<file path="config.mk">
export PLATFORM = sky130hd
export DESIGN_NAME = eow_status_read
export DESIGN_NICKNAME = d
export VERILOG_FILES = /design/src/rtl/eow_status_pkg.sv /design/src/rtl/eow_read_detect.sv /design/src/rtl/eow_toggle_unit.sv /design/src/rtl/eow_status_mux.sv /design/src/rtl/eow_status_read.sv
export SDC_FILE = /design/constraint.sdc
export NUM_CORES = 1
export LEC_CHECK = 0
export BUFFER_PORTS_ARGS = -buffer_cell sky130_fd_sc_hd__buf_2
export CORE_UTILIZATION = 36
export CTS_CLUSTER_DIAMETER = 200
export CTS_CLUSTER_SIZE = 40
export DETAILED_ROUTE_END_ITERATION = 6
export PLACE_DENSITY_LB_ADDON = 0.12
export SLEW_MARGIN = 15
export SYNTH_ARGS = -nofsm -noshare
export SYNTH_HDL_FRONTEND = slang
export SYNTH_SLANG_ARGS = --single-unit
</file>
<file path="constraint.sdc">
create_clock -name clk -period 2.05 [get_ports clk]
set_input_delay 0.205 -clock clk [delete_from_list [all_inputs] [get_ports clk]]
set_output_delay 0.205 -clock clk [all_outputs]
set_load 0.02 [all_outputs]
</file>
<file path="src/rtl/eow_status_pkg.sv">
package eow_status_pkg;

  // Combined read condition: both selects low, write strobe high.
  function automatic logic read_cond(input logic cs_n, input logic oe_n,
                                     input logic we_n);
    return (!cs_n) && (!oe_n) && we_n;
  endfunction

endpackage

</file>
<file path="src/rtl/eow_read_detect.sv">
module eow_read_detect
  import eow_status_pkg::*;
(
  input  logic clk,
  input  logic rst,
  input  logic cs_n,
  input  logic oe_n,
  input  logic we_n,
  output logic rd_act,
  output logic rd_start
);

  logic rd_q;

  assign rd_act   = read_cond(cs_n, oe_n, we_n);
  assign rd_start = rd_act && !rd_q;

  always_ff @(posedge clk) begin
    if (rst) rd_q <= 1'b0;
    else     rd_q <= rd_act;
  end

  // a held read never yields two starts in a row
  start_single_chk: assert property (@(posedge clk) disable iff (rst)
    rd_start |=> !rd_start);

endmodule

</file>
<file path="src/rtl/eow_toggle_unit.sv">
module eow_toggle_unit (
  input  logic clk,
  input  logic rst,
  input  logic busy,
  input  logic rd_start,
  output logic tog_next,
  output logic tog_q
);

  assign tog_next = (busy && rd_start) ? !tog_q : tog_q;

  always_ff @(posedge clk) begin
    if (rst) tog_q <= 1'b0;
    else     tog_q <= tog_next;
  end


  tog_flip_chk: assert property (@(posedge clk) disable iff (rst)
    (busy && rd_start) |=> (tog_q != $past(tog_q)));


  tog_idle_chk: assert property (@(posedge clk) disable iff (rst)
    !busy |=> $stable(tog_q));

endmodule

</file>
<file path="src/rtl/eow_status_mux.sv">
module eow_status_mux #(
  parameter int DATA_W = 8,
  parameter int ADDR_W = 13
) (
  input  logic              rd_act,
  input  logic              busy,
  input  logic              tog,
  input  logic [ADDR_W-1:0] addr,
  input  logic [ADDR_W-1:0] last_addr,
  input  logic [DATA_W-1:0] arr_data,
  input  logic [DATA_W-1:0] last_data,
  output logic [DATA_W-1:0] byte_next
);

  localparam int POLL_BIT = DATA_W - 1;
  localparam int TOG_BIT  = DATA_W - 2;

  logic addr_hit;
  assign addr_hit = (addr == last_addr);

  always_comb begin
    if (!rd_act) begin
      byte_next = '0;
    end else if (!busy) begin
      byte_next = arr_data;
    end else begin
      byte_next           = last_data;
      byte_next[POLL_BIT] = addr_hit ? !last_data[POLL_BIT] : last_data[POLL_BIT];
      byte_next[TOG_BIT]  = tog;
    end
  end

endmodule

</file>
<file path="src/rtl/eow_status_read.sv">
module eow_status_read #(
  parameter int DATA_W = 8,
  parameter int ADDR_W = 13
) (
  input  logic              clk,
  input  logic              rst,
  input  logic              cs_n,
  input  logic              oe_n,
  input  logic              we_n,
  input  logic [ADDR_W-1:0] addr,
  input  logic [DATA_W-1:0] arr_data,
  input  logic              busy,
  input  logic [DATA_W-1:0] last_data,
  input  logic [ADDR_W-1:0] last_addr,
  output logic [DATA_W-1:0] rd_data,
  output logic              rd_drive
);

  localparam int POLL_BIT = DATA_W - 1;

  logic              rd_act;
  logic              rd_start;
  logic              tog_next;
  logic              tog_q;
  logic [DATA_W-1:0] byte_next;

  eow_read_detect u_detect (
    .clk      (clk),
    .rst      (rst),
    .cs_n     (cs_n),
    .oe_n     (oe_n),
    .we_n     (we_n),
    .rd_act   (rd_act),
    .rd_start (rd_start)
  );

  eow_toggle_unit u_toggle (
    .clk      (clk),
    .rst      (rst),
    .busy     (busy),
    .rd_start (rd_start),
    .tog_next (tog_next),
    .tog_q    (tog_q)
  );

  eow_status_mux #(.DATA_W(DATA_W), .ADDR_W(ADDR_W)) u_mux (
    .rd_act    (rd_act),
    .busy      (busy),
    .tog       (tog_next),
    .addr      (addr),
    .last_addr (last_addr),
    .arr_data  (arr_data),
    .last_data (last_data),
    .byte_next (byte_next)
  );

  always_ff @(posedge clk) begin
    if (rst) begin
      rd_data  <= '0;
      rd_drive <= 1'b0;
    end else begin
      rd_data  <= byte_next;
      rd_drive <= rd_act;
    end
  end


  drive_cause_chk: assert property (@(posedge clk) disable iff (rst)
    rd_drive |-> $past(!cs_n && !oe_n && we_n));


  drive_follow_chk: assert property (@(posedge clk) disable iff (rst)
    (!cs_n && !oe_n && we_n) |=> rd_drive);


  quiet_bus_chk: assert property (@(posedge clk) disable iff (rst)
    !rd_drive |-> (rd_data == '0));


  poll_invert_chk: assert property (@(posedge clk) disable iff (rst)
    (!cs_n && !oe_n && we_n && busy && addr == last_addr)
      |=> (rd_data[POLL_BIT] == !$past(last_data[POLL_BIT])));

endmodule

</file>
# == After elaboration in Yosys (flattened, before gate mapping) ==
# Cells that the tools add are included.
# classes
eq_ne,1
n_mux,3
reduce_logical,10
bitwise_logic,1
# op_table
operator,n
13-bit equality test,1
8-bit 2-to-1 mux,1
1-bit logical NOT,5
1-bit logical AND,4
1-bit 2-to-1 mux,2
2-bit OR reduction,1
1-bit NOT,1
# totals
elab_cells,18
ff_bits,10
out_inout_bits,9

# == Logic depth before layout (Yosys ltp) ==
# Gate-level depths: netlist of run 1.
# depth
depth_word,7
ltp_mapped,7
ltp_nobuf,6

# == Modules after synthesis ==
# From an unflattened synthesis of run 1, not the netlist that was laid out.
# unflattened
hier_cells,64
hier_area_um2,616.8
# by_module_without_submodules
module,area_each_um2,cells_per_inst,instances
eow_status_mux,277.8,36,1
eow_status_read,236.5,18,1
eow_toggle_unit,57.6,6,1
eow_read_detect,45.0,4,1

# == Least setup slack after synthesis of run 1 ==
# OpenSTA, ideal clock, no wires.
# synth_path
path_type,in2reg
start,in last_addr[10]
end,reg rd_data[7]
path_stages,5
path_slack_ns,0.912
path_buffers,0
required_ns,1.927
setup_time_ns,0.123
arrival_ns,1.016
cell_sequence,xor2_1 > nor4_1 > nand4_1 > nor3_1 > nor3b_2
# synth_via
elab_chain_cells,3
# synth_rtl
element,line,source
start: declaration,eow_status_read.sv:14,"input logic [ADDR_W-1:0] last_addr,"
13-bit equality test,eow_status_mux.sv:19,assign addr_hit = (addr == last_addr);
1-bit 2-to-1 mux,eow_status_mux.sv:28,byte_next[POLL_BIT] = addr_hit ? !last_data[POLL_BIT] : last_data[POLL_BIT];
8-bit 2-to-1 mux,eow_status_mux.sv:24,end else if (!busy) begin
end signal: assignment,eow_status_read.sv:62,rd_data <= byte_next;
end: declaration,eow_status_read.sv:15,"output logic [DATA_W-1:0] rd_data,"
# Every way passes these cells.
# A chain may end at the register's enable or synchronous reset.

# == Final worst setup path of run 1 ==
# Same ends and word-level chain as after synthesis.

==> reports/qor.csv, run 1 <==
stage,metric,value,unit
outcome,status,"complete, no violations",
cts,CTS Sinks,10,
placement,Port-buffer cells,55,
setup_path,Crit Path Max Fanout,2,
timing,relative slew slack,80.8,%
logic_synthesis,Yosys top cell area share,37.5,%
setup_path,WP buf/inv,1,
logic_synthesis,"flops & latches, synth",10,
final_layout,post-route cell area,835,sq um
grt,global route overflow,0,
timing,Period minus WS final,1.05,ns
cts,maximum clock path buffer count,2,
cts,worst skew pair latency,0.26,ns
setup_path,Setup Crit Path Kind,in -> reg,
setup_path,CP Cell Sequence,"buf_2, xor2_1, nor4_1, nand4_1, nor3_1, nor3b_2",
floorplanning,I/O pins,57,
final_layout,Syn-to-layout area delta,56.2,%
cts,hold buffer count at cts,0,
floorplanning,Die H,40.5,um
floorplanning,Die ar.,1640,sq um
placement,dpl cell area,812,sq um
timing,RSZ-0062 raised after global routing,no,
cts,Post-CTS Resized,0,
setup_path,Reg2Reg Setup Slack,1.14,ns
setup_path,CP Capture Type,flip-flop,
floorplanning,Die Width,40.5,um
setup_path,Crit-path slowest cell,nor4_1,
logic_synthesis,Post-Synthesis Cells,57,
hold_path,Hold Path Class,in -> reg,
final_layout,ant diodes,0,
logic_synthesis,most area-hungry cell type in the Yosys netlist,dfxtp_1,
setup_path,worst r2r path cells,3,
cts,TritonCTS clock tree,yes,
setup_path,CP Launch Type,input port,
route,first drt pass iteration count,2,
logic_synthesis,Synth Cell Area,534,sq um
final_layout,most frequent cells in the layout,"buf_2, dfxtp_1, nor2_1, xor2_1",
route,Final ANT Viol Nets,0,
flow_run,max_cap viols,0,
floorplanning,Core Region,1330,sq um
final_layout,Util after Layout,62.6,%
setup_path,worst r2r src,u_detect.rd_q$_SDFF_PP0_,
logic_synthesis,Area contributors post-synth,"dfxtp_1, mux2i_1, xor2_1",
power_and_ir_drop,combinational power share,22.9,%
power_and_ir_drop,total power,428,uW
logic_synthesis,synthesis warning total,0,
timing,Max Fclk,957,MHz
grt,antenna violations before repair,0,
final_layout,"commonest non-fill, non-tap cell in the layout",buf_2,
timing,Worst-Margin Slew,0.288,ns
logic_synthesis,register area share after synthesis,37.5,%
route,WL final,1230,um
route,Routed WL per cell,9.63,um
power_and_ir_drop,P_leak,0.452,nW
route,vias per cell,4.41,
setup_path,CP Data Arrival Time,1.20,ns
cts,Setup Buffers After CTS,0,
power_and_ir_drop,Sw Share,24.3,%
power_and_ir_drop,Flop pwr share,46.7,%
route,total vias in the final route,565,
timing,setup_tns,0,ns
timing,clock skew,0.000188,ns
cts,clk slew on worst S/H paths,0.06,ns
grt,vias in the first global route,416,
power_and_ir_drop,sw power,104,uW
timing,Slew Limit Fails,0,
logic_synthesis,syn avg cell area,9.37,sq um
setup_path,Worst Path Required,2.20,ns
hold_path,hold_sp,rst,
power_and_ir_drop,clock group share of total power,30.4,%
logic_synthesis,Syn Nets,105,
placement,post-DP HPWL,1050,um
route,drt initial violations,4,
grt,largest net degree at the start of global routing,12,
setup_path,critical path endpoint,rd_data[7]$_SDFF_PP0_,
logic_synthesis,number of distinct library cells after synthesis,19,
power_and_ir_drop,total internal power,324,uW
setup_path,crit path from,last_addr[10],
route,Remaining DRCs,0,
setup_path,CP Depth,6,
floorplanning,FP Rows,13,
final_layout,Final Non-Filler Cells,128,
timing,Final Hold Vio Count,0,
placement,Post-Place Cells,125,
final_layout,nets,163,
power_and_ir_drop,Worst IR Drop VDD,0.000464,V
cts,TritonCTS buffer count,3,
grt,Tot GR Track Use,15.8,%
floorplanning,Initial Util,40.1,%
final_layout,share of layout cells above drive strength 1,52.2,%
setup_path,Reg2Reg Capture Point,u_toggle.tog_q$_SDFF_PP0_,
cts,CTS Root Cell,clkbuf_4,
timing,Final Setup Violations,0,
timing,crit share post-route,51.0,%
grt,global-route wire length before repair,1590,um
power_and_ir_drop,Pwr Density,513,nW/um^2
cts,# H-tree levels,1,
setup_path,slowest cell delay on critical path,0.29,ns
setup_path,cell family with most CP delay,simple AND/OR/NAND/NOR gates,
placement,Final GP Congestion,0.616,
==> cells by family after synthesis <==
family          count (synthesis)  share of synthesized area [%]
compound gates                  2                           1.87
xor+xnor                       15                           24.6
buf+inv                         3                           3.75
flops                          10                           37.5
mux                             7                           13.1
simple gates                   20                           19.2
==> per-layer routing <==
layer	part of all wire, %	vias to the layer above	track usage [%]
met3	8.8	2	10.0
met5	0	-	0
met1	37	237	13.2
li1	-	300	-
met4	0.49	0	5.00
met2	54	26	29.8
==> how the worst min path moves through the flow <==
stage                           endpoint  slack [ns]  depth (start not counted)
6_report       u_toggle.tog_q$_SDFF_PP0_        0.10                          2
5_1_grt        u_toggle.tog_q$_SDFF_PP0_        0.09                          2
3_5_place_dp   u_toggle.tog_q$_SDFF_PP0_        0.38                          2
4_1_cts        u_toggle.tog_q$_SDFF_PP0_         0.1                          2
3_3_place_gp   u_toggle.tog_q$_SDFF_PP0_        0.37                          2
2_1_floorplan  u_toggle.tog_q$_SDFF_PP0_        0.28                          1
==> power groups by stage <==
| stage | registers [mW] | clock network [mW] | logic (mW) |
|---|---|---|---|
| 2_1_floorplan | 0.209 | 0 | 0.0420 |
| 3_3_place_gp | 0.204 | 0 | 0.0965 |
| 3_5_place_dp | 0.204 | 0 | 0.0997 |
| 4_1_cts | 0.200 | 0.138 | 0.100 |
| 5_1_grt | 0.200 | 0.152 | 0.108 |
| 6_report | 0.200 | 0.130 | 0.0982 |
==> synth_stat cells, drive strengths merged <==
cell and count:
buf 2, nand3 1, nor2b 1, xnor2 7
inv 1, nor3 1, xor2 8, nor2 9
nand4 1, o21ai 2, nor4 2, or2 1
mux2i 7, dfxtp 10, nand2 2, nor3b 2
==> sequential cells by signal, summed over array words and instances (netlist names) <==
name            flops
u_detect.rd_q       1
u_toggle.tog_q      1
rd_data             8
==> final cells by class <==
type | instances | area (sq um)
clock buffers | 3 | 22.5
well taps | 15 | 18.8
multi-input cells | 44 | 314
fillers | 139 | 499
repair buffers | 55 | 275
flip-flops and latches | 10 | 200
inverters | 1 | 3.75
==> worst reg2reg max path, cell delays in order, from the launching register on <==
cell and delay, ns:
dfxtp_1 0.33, nor3b_1 0.27, xnor2_1 0.16, nor2_1 0.05
==> through the flow <==
step                      setup WS, ns  hold slack, ns
final                             1.00           0.103
after global routing             0.891          0.0898
after CTS                        0.988          0.0959
after detailed placement         0.702           0.377
after global placement           0.699           0.375
after floorplan                  0.912           0.277
Power figures use the tool's default switching activity.
==> run 2: changes to the inputs <==
--- a/config.mk
+++ b/config.mk
@@ -6,7 +6,7 @@
 export NUM_CORES = 1
 export LEC_CHECK = 0
 export BUFFER_PORTS_ARGS = -buffer_cell sky130_fd_sc_hd__buf_2
-export CORE_UTILIZATION = 36
+export CORE_UTILIZATION = 30
 export CTS_CLUSTER_DIAMETER = 200
 export CTS_CLUSTER_SIZE = 40
 export DETAILED_ROUTE_END_ITERATION = 6
==> constraint.sdc (replaced) <==
create_clock -name clk -period 0.8 [get_ports clk]
set_input_delay 0.08 -clock clk [delete_from_list [all_inputs] [get_ports clk]]
set_output_delay 0.08 -clock clk [all_outputs]
set_load 0.02 [all_outputs]
==> run 2 against run 1 <==
Net effect: the flow now finishes with violations (design-rule violations, negative setup slack); sequential power grew to 2.6 times the previous value; sequential share of layout area is 3.5 points lower; critical path depth is the same; flip-flop and latch count stayed put; die area is 19% higher; hold slack worse by 0.053 ns; via count increased by 3.2%; combinational power rose to 3.2 times the previous value; final area rose by 24%; largest power group unchanged.
==> reports/qor.csv, run 2 (synthesized netlist as in run 1, its figures left out) <==
stage,metric,value,unit
floorplanning,Die ar.,1950,sq um
timing,Final Setup Violations,3,
final_layout,nets,167,
power_and_ir_drop,combinational power share,24.8,%
final_layout,largest register by flop count,rd_data,
setup_path,Setup Crit Path Kind,in -> reg,
route,Remaining DRCs,4,
power_and_ir_drop,P_leak,0.507,nW
grt,vias in the first global route,514,
setup_path,Crit-path slowest cell,nor4_2,
floorplanning,I/O pins,57,
power_and_ir_drop,Sw Share,23.2,%
hold_path,Hold Path Class,in -> reg,
route,drt initial violations,4,
route,Routed WL per cell,9.63,um
floorplanning,Die Width,44.2,um
timing,clock skew,0.00144,ns
final_layout,largest registers,"rd_data: 8 flops, u_detect.rd_q: 1 flops, u_toggle.tog_q: 1 flops",
power_and_ir_drop,Flop pwr share,40.2,%
timing,Slew Limit Fails,0,
placement,dpl cell area,860,sq um
power_and_ir_drop,Pwr Density,1240,nW/um^2
final_layout,Largest register FFs,8,
final_layout,ant diodes,0,
setup_path,CP Capture Type,flip-flop,
route,first drt pass iteration count,5,
cts,worst skew pair latency,0.26,ns
timing,Worst-Margin Slew,0.218,ns
grt,largest net degree at the start of global routing,8,
power_and_ir_drop,Worst IR Drop VDD,0.00120,V
cts,Setup Buffers After CTS,0,
route,Final ANT Viol Nets,0,
flow_run,max_cap viols,0,
final_layout,Util after Layout,65.4,%
power_and_ir_drop,sw power,297,uW
timing,RSZ-0062 raised after global routing,yes,
power_and_ir_drop,total internal power,981,uW
cts,TritonCTS buffer count,3,
floorplanning,Core Region,1580,sq um
cts,TritonCTS clock tree,yes,
route,vias per cell,4.35,
final_layout,Syn-to-layout area delta,93.0,%
final_layout,"commonest non-fill, non-tap cell in the layout",buf_2,
cts,CTS Sinks,10,
final_layout,share of layout cells above drive strength 1,64.4,%
setup_path,slowest cell delay on critical path,0.28,ns
timing,crit share post-route,110,%
floorplanning,Die H,44.2,um
final_layout,most frequent cells in the layout,"buf_2, buf_6, nor2_1, mux2i_1, xnor2_1",
placement,post-DP HPWL,1040,um
cts,maximum clock path buffer count,2,
setup_path,Worst Path Required,1.00,ns
setup_path,CP Cell Sequence,"buf_6, xor2_1, nor4_2, nand4_1, o21ai_1, nor3b_2",
grt,global-route wire length before repair,1960,um
timing,Setup WS post-layout,-0.0815,ns
outcome,failing checks,"design-rule violations, negative setup slack",
timing,Max Fclk,1130,MHz
route,total vias in the final route,583,
setup_path,Crit Path Max Fanout,2,
grt,antenna violations before repair,0,
grt,Tot GR Track Use,13.7,%
grt,global route overflow,0,
setup_path,CP Data Arrival Time,1.08,ns
floorplanning,FP Rows,14,
final_layout,post-route cell area,1030,sq um
cts,CTS Root Cell,clkbuf_4,
outcome,status,finished with violations,
power_and_ir_drop,clock group share of total power,35.0,%
timing,relative slew slack,85.4,%
route,WL final,1290,um
floorplanning,Initial Util,33.9,%
placement,Port-buffer cells,55,
cts,# H-tree levels,1,
timing,Final Hold Vio Count,0,
setup_path,CP Launch Type,input port,
cts,clk slew on worst S/H paths,0.07,ns
placement,Final GP Congestion,0.627,
timing,Period minus WS final,0.882,ns
run 2: cell types whose count changed in the layout (fill, tap and decap cells not counted), sizes merged:
| cell | previous run | this run |
|---|---|---|
| clkbuf | 3 | 4 |
| dlygate4sd3 | 0 | 1 |
| buf | 55 | 58 |
run 2: critical path, delay by kind of cell:
family	cells	cell delay, ns
buf+inv	1	0.09
compound gates	1	0.15
simple gates	3	0.59
xor+xnor	1	0.16
run 2: layer usage:
layer / global-route usage (%) / up-vias / part of all wire (%)
met5: 0 / - / 0
met2: 25.3 / 30 / 53
li1: - / 307 / -
met1: 13.8 / 246 / 38
met3: 6.12 / 0 / 8.1
met4: 3.64 / 0 / 0
run 2: timing repair:
action | 4_1_cts | 5_1_grt
gates resized for setup | 13 | 21
endpoints found under the hold margin | 1 | 0
setup endpoints to repair | 9 | 12
pin swaps | 3 | 7
hold buffers | 1 | 0
run 2: path summary, 6_finish.rpt:
kind                                                 from                         to  slack, ns  cells past startpoint
worst max-delay path                         last_addr[0]      rd_data[7]$_SDFF_PP0_      -0.08                      6
worst min-delay path                          arr_data[1]      rd_data[1]$_SDFF_PP0_       0.05                      3
worst max register to register   u_detect.rd_q$_SDFF_PP0_  u_toggle.tog_q$_SDFF_PP0_      -0.02                      3
worst min register to register  u_toggle.tog_q$_SDFF_PP0_  u_toggle.tog_q$_SDFF_PP0_       0.56                      2
run 2: area by class of cell:
| type | instances | area, sq um |
|---|---|---|
| multi-input cells | 44 | 352 |
| flip-flops and latches | 10 | 211 |
| clock buffers | 4 | 36.3 |
| repair buffers | 59 | 408 |
| fillers | 151 | 546 |
| well taps | 16 | 20.0 |
| inverters | 1 | 3.75 |
run 2: metrics by stage:
step	worst slack (ns)	power (mW)	TNS (ns)	hold slack (ns)	std cells
6_report	-0.0815	1.28	-0.127	0.0492	134
5_1_grt	-0.205	1.35	-0.383	0.0575	134
4_1_cts	-0.105	1.26	-0.175	0.0415	134
3_5_place_dp	-0.387	0.798	-1.05	0.259	129
3_3_place_gp	-0.359	0.791	-0.938	0.253	129
2_1_floorplan	-0.150	0.646	-0.154	0.152	57
run 2: power by group through the flow:
stage                     registers (mW)  clock network [mW]  logic (mW)
after CTS                          0.512               0.465       0.287
after floorplan                    0.537                   0       0.109
final                              0.514               0.447       0.317
after global routing               0.515               0.485       0.347
after detailed placement           0.525                   0       0.273
after global placement             0.525                   0       0.266
==> run 3: changes to the inputs <==
--- a/config.mk
+++ b/config.mk
@@ -11,6 +11,8 @@
 export CTS_CLUSTER_SIZE = 40
 export DETAILED_ROUTE_END_ITERATION = 6
 export PLACE_DENSITY_LB_ADDON = 0.12
+export RECOVER_POWER = 50
+export REMOVE_ABC_BUFFERS = 1
 export SLEW_MARGIN = 15
 export SYNTH_ARGS = -nofsm -noshare
 export SYNTH_HDL_FRONTEND = slang
==> run 3 against run 2 <==
Net effect: the flow still finishes with violations (design-rule violations, negative setup slack); highest routed layer unchanged; global-route usage increased by 0.82 points; first-iteration DRC count unchanged; core utilization shrank 2.9 points; via count is 1.9% higher; final area shrank 4.4%; sequential power hardly changed; hold slack worse by 0.0071 ns; routed wire length rose by 7.5%; power fell by 1.4%; flip-flop and latch count unchanged; clock-buffer cell count unchanged.
==> reports/qor.csv, run 3 (synthesized netlist as in run 1, its figures left out) <==
stage,metric,value,unit
grt,largest net degree at the start of global routing,8,
floorplanning,Die Width,44.2,um
final_layout,"commonest non-fill, non-tap cell in the layout",buf_2,
timing,Setup WS post-layout,-0.0912,ns
route,Remaining DRCs,4,
grt,M1 GR Usage,14.2,%
route,WL final,1390,um
setup_path,Reg2Reg Setup Slack,-0.01,ns
floorplanning,Die H,44.2,um
final_layout,ant diodes,0,
hold_path,hold_sp,arr_data[6],
final_layout,most frequent cells in the layout,"buf_2, buf_6, nor2_1",
setup_path,worst r2r src,u_detect.rd_q$_SDFF_PP0_,
final_layout,Final Non-Filler Cells,134,
route,Routed WL per cell,10.4,um
placement,Post-Place Cells,129,
placement,Port-buffer cells,55,
final_layout,largest registers,"rd_data: 8 flops, u_detect.rd_q: 1 flops, u_toggle.tog_q: 1 flops",
cts,maximum clock path buffer count,2,
hold_path,Worst Hold Depth,3,
grt,busiest layer in global routing,met2,
final_layout,Fillers,144,
setup_path,Reg2Reg Capture Point,u_toggle.tog_q$_SDFF_PP0_,
grt,Tot GR Track Use,14.5,%
hold_path,hold worst-path end,rd_data[6]$_SDFF_PP0_,
timing,setup_tns,-0.140,ns
timing,crit share post-route,111,%
cts,TritonCTS clock tree,yes,
power_and_ir_drop,P_leak,0.494,nW
power_and_ir_drop,sw power,298,uW
timing,relative slew slack,83.5,%
placement,Final GP Congestion,0.623,
route,drt initial violations,4,
power_and_ir_drop,total internal power,962,uW
route,first drt pass iteration count,5,
floorplanning,I/O pins,57,
floorplanning,Initial Util,33.9,%
floorplanning,Die ar.,1950,sq um
floorplanning,FP Rows,14,
timing,Final Setup Violations,3,
floorplanning,Core Region,1580,sq um
route,vias per cell,4.43,
setup_path,Crit Path Max Fanout,2,
power_and_ir_drop,Flop pwr share,40.9,%
final_layout,largest register by flop count,rd_data,
route,total vias in the final route,594,
power_and_ir_drop,clock group share of total power,35.9,%
grt,met2 GRT Util,26.2,%
power_and_ir_drop,total power,1.26,mW
grt,antenna violations before repair,0,
setup_path,Worst Path Required,0.95,ns
timing,Final Hold Vio Count,0,
timing,Period minus WS final,0.891,ns
cts,CTS Root Cell,clkbuf_4,
grt,GRT met3 Usage,8.16,%
cts,worst skew pair latency,0.26,ns
final_layout,Largest register FFs,8,
power_and_ir_drop,Worst IR Drop VDD,0.000946,V
cts,# H-tree levels,1,
final_layout,Syn-to-layout area delta,84.5,%
setup_path,Setup Crit Path Kind,in -> reg,
setup_path,CP Capture Type,flip-flop,
power_and_ir_drop,Sw Share,23.6,%
timing,Slew Limit Fails,0,
timing,clock skew,0.00316,ns
timing,Worst-Margin Slew,0.246,ns
setup_path,CP Launch Type,input port,
grt,vias in the first global route,525,
grt,global route overflow,0,
cts,CTS Sinks,10,
hold_path,Hold Path Class,in -> reg,
placement,post-DP HPWL,1070,um
setup_path,CP Data Arrival Time,1.05,ns
outcome,failing checks,"design-rule violations, negative setup slack",
route,Final ANT Viol Nets,0,
power_and_ir_drop,Pwr Density,1280,nW/um^2
final_layout,share of layout cells above drive strength 1,64.4,%
timing,RSZ-0062 raised after global routing,yes,
cts,clk slew on worst S/H paths,0.07,ns
cts,TritonCTS buffer count,3,
flow_run,max_cap viols,0,
final_layout,nets,167,
setup_path,worst r2r path cells,3,
outcome,status,finished with violations,
power_and_ir_drop,combinational power share,23.3,%
timing,Max Fclk,1120,MHz
grt,global-route wire length before repair,2060,um
## run 3: how the worst max path moves through the flow
stage	cells past startpoint	start	slack, ns	end
after floorplan	5	last_addr[10]	-0.21	rd_data[7]$_SDFF_PP0_
after global placement	6	last_addr[10]	-0.40	rd_data[7]$_SDFF_PP0_
after detailed placement	6	last_addr[10]	-0.44	rd_data[7]$_SDFF_PP0_
after CTS	6	addr[0]	-0.09	rd_data[7]$_SDFF_PP0_
after global routing	6	last_addr[2]	-0.17	rd_data[7]$_SDFF_PP0_
final	6	last_addr[2]	-0.09	rd_data[7]$_SDFF_PP0_
## run 3: final cells by class
cell class	instances	area, sq um	share of cell area (%)
multi-input combinational	44	345	35.0
tap	16	20.0	2.03
timing repair buffer	59	368	37.3
inverter	1	3.75	0.381
sequential	10	213	21.6
clock buffer	4	36.3	3.68
## run 3: worst max-delay path, stage by stage
cell	delay [ns]
buf_2	0.10
xor2_1	0.15
nor4_1	0.29
nand3_1	0.16
nor3_2	0.20
nor3b_2	0.06
## run 3: routing by layer
| layer | routed length [um] | part of all wire (%) | vias to the layer above |
|---|---|---|---|
| met5 | 0 | 0 | - |
| met4 | 0 | 0 | 0 |
| met3 | 126 | 9.1 | 0 |
| met2 | 785 | 57 | 26 |
| met1 | 475 | 34 | 259 |
| li1 | - | - | 309 |
## run 3: per-stage QoR
stage / instance area (sq um) / hold slack, ns / util, % / setup WS [ns]
floorplan: 518 / 0.152 / - / -0.213
global placement: 836 / 0.252 / 53.0 / -0.398
detailed placement: 836 / 0.253 / 53.0 / -0.440
CTS: 943 / 0.0350 / 59.8 / -0.0862
global route: 986 / 0.0464 / 62.5 / -0.167
finish: 986 / 0.0421 / 62.5 / -0.0912
## run 3: power groups by stage
stage	Sequential (mW)	Clock, mW	Combinational, mW
floorplan	0.536	0	0.0956
global placement	0.524	0	0.258
detailed placement	0.524	0	0.264
CTS	0.515	0.479	0.282
global route	0.516	0.495	0.321
finish	0.515	0.452	0.293
## run 3: what timing repair did
item | 4_1_cts | 5_1_grt
pin swaps | 6 | 2
hold buffers | 1 | 0
hold endpoints to repair | 1 | 0
setup buffers | 0 | 0
setup endpoints to repair | 11 | 12
gates resized for setup | 20 | 13
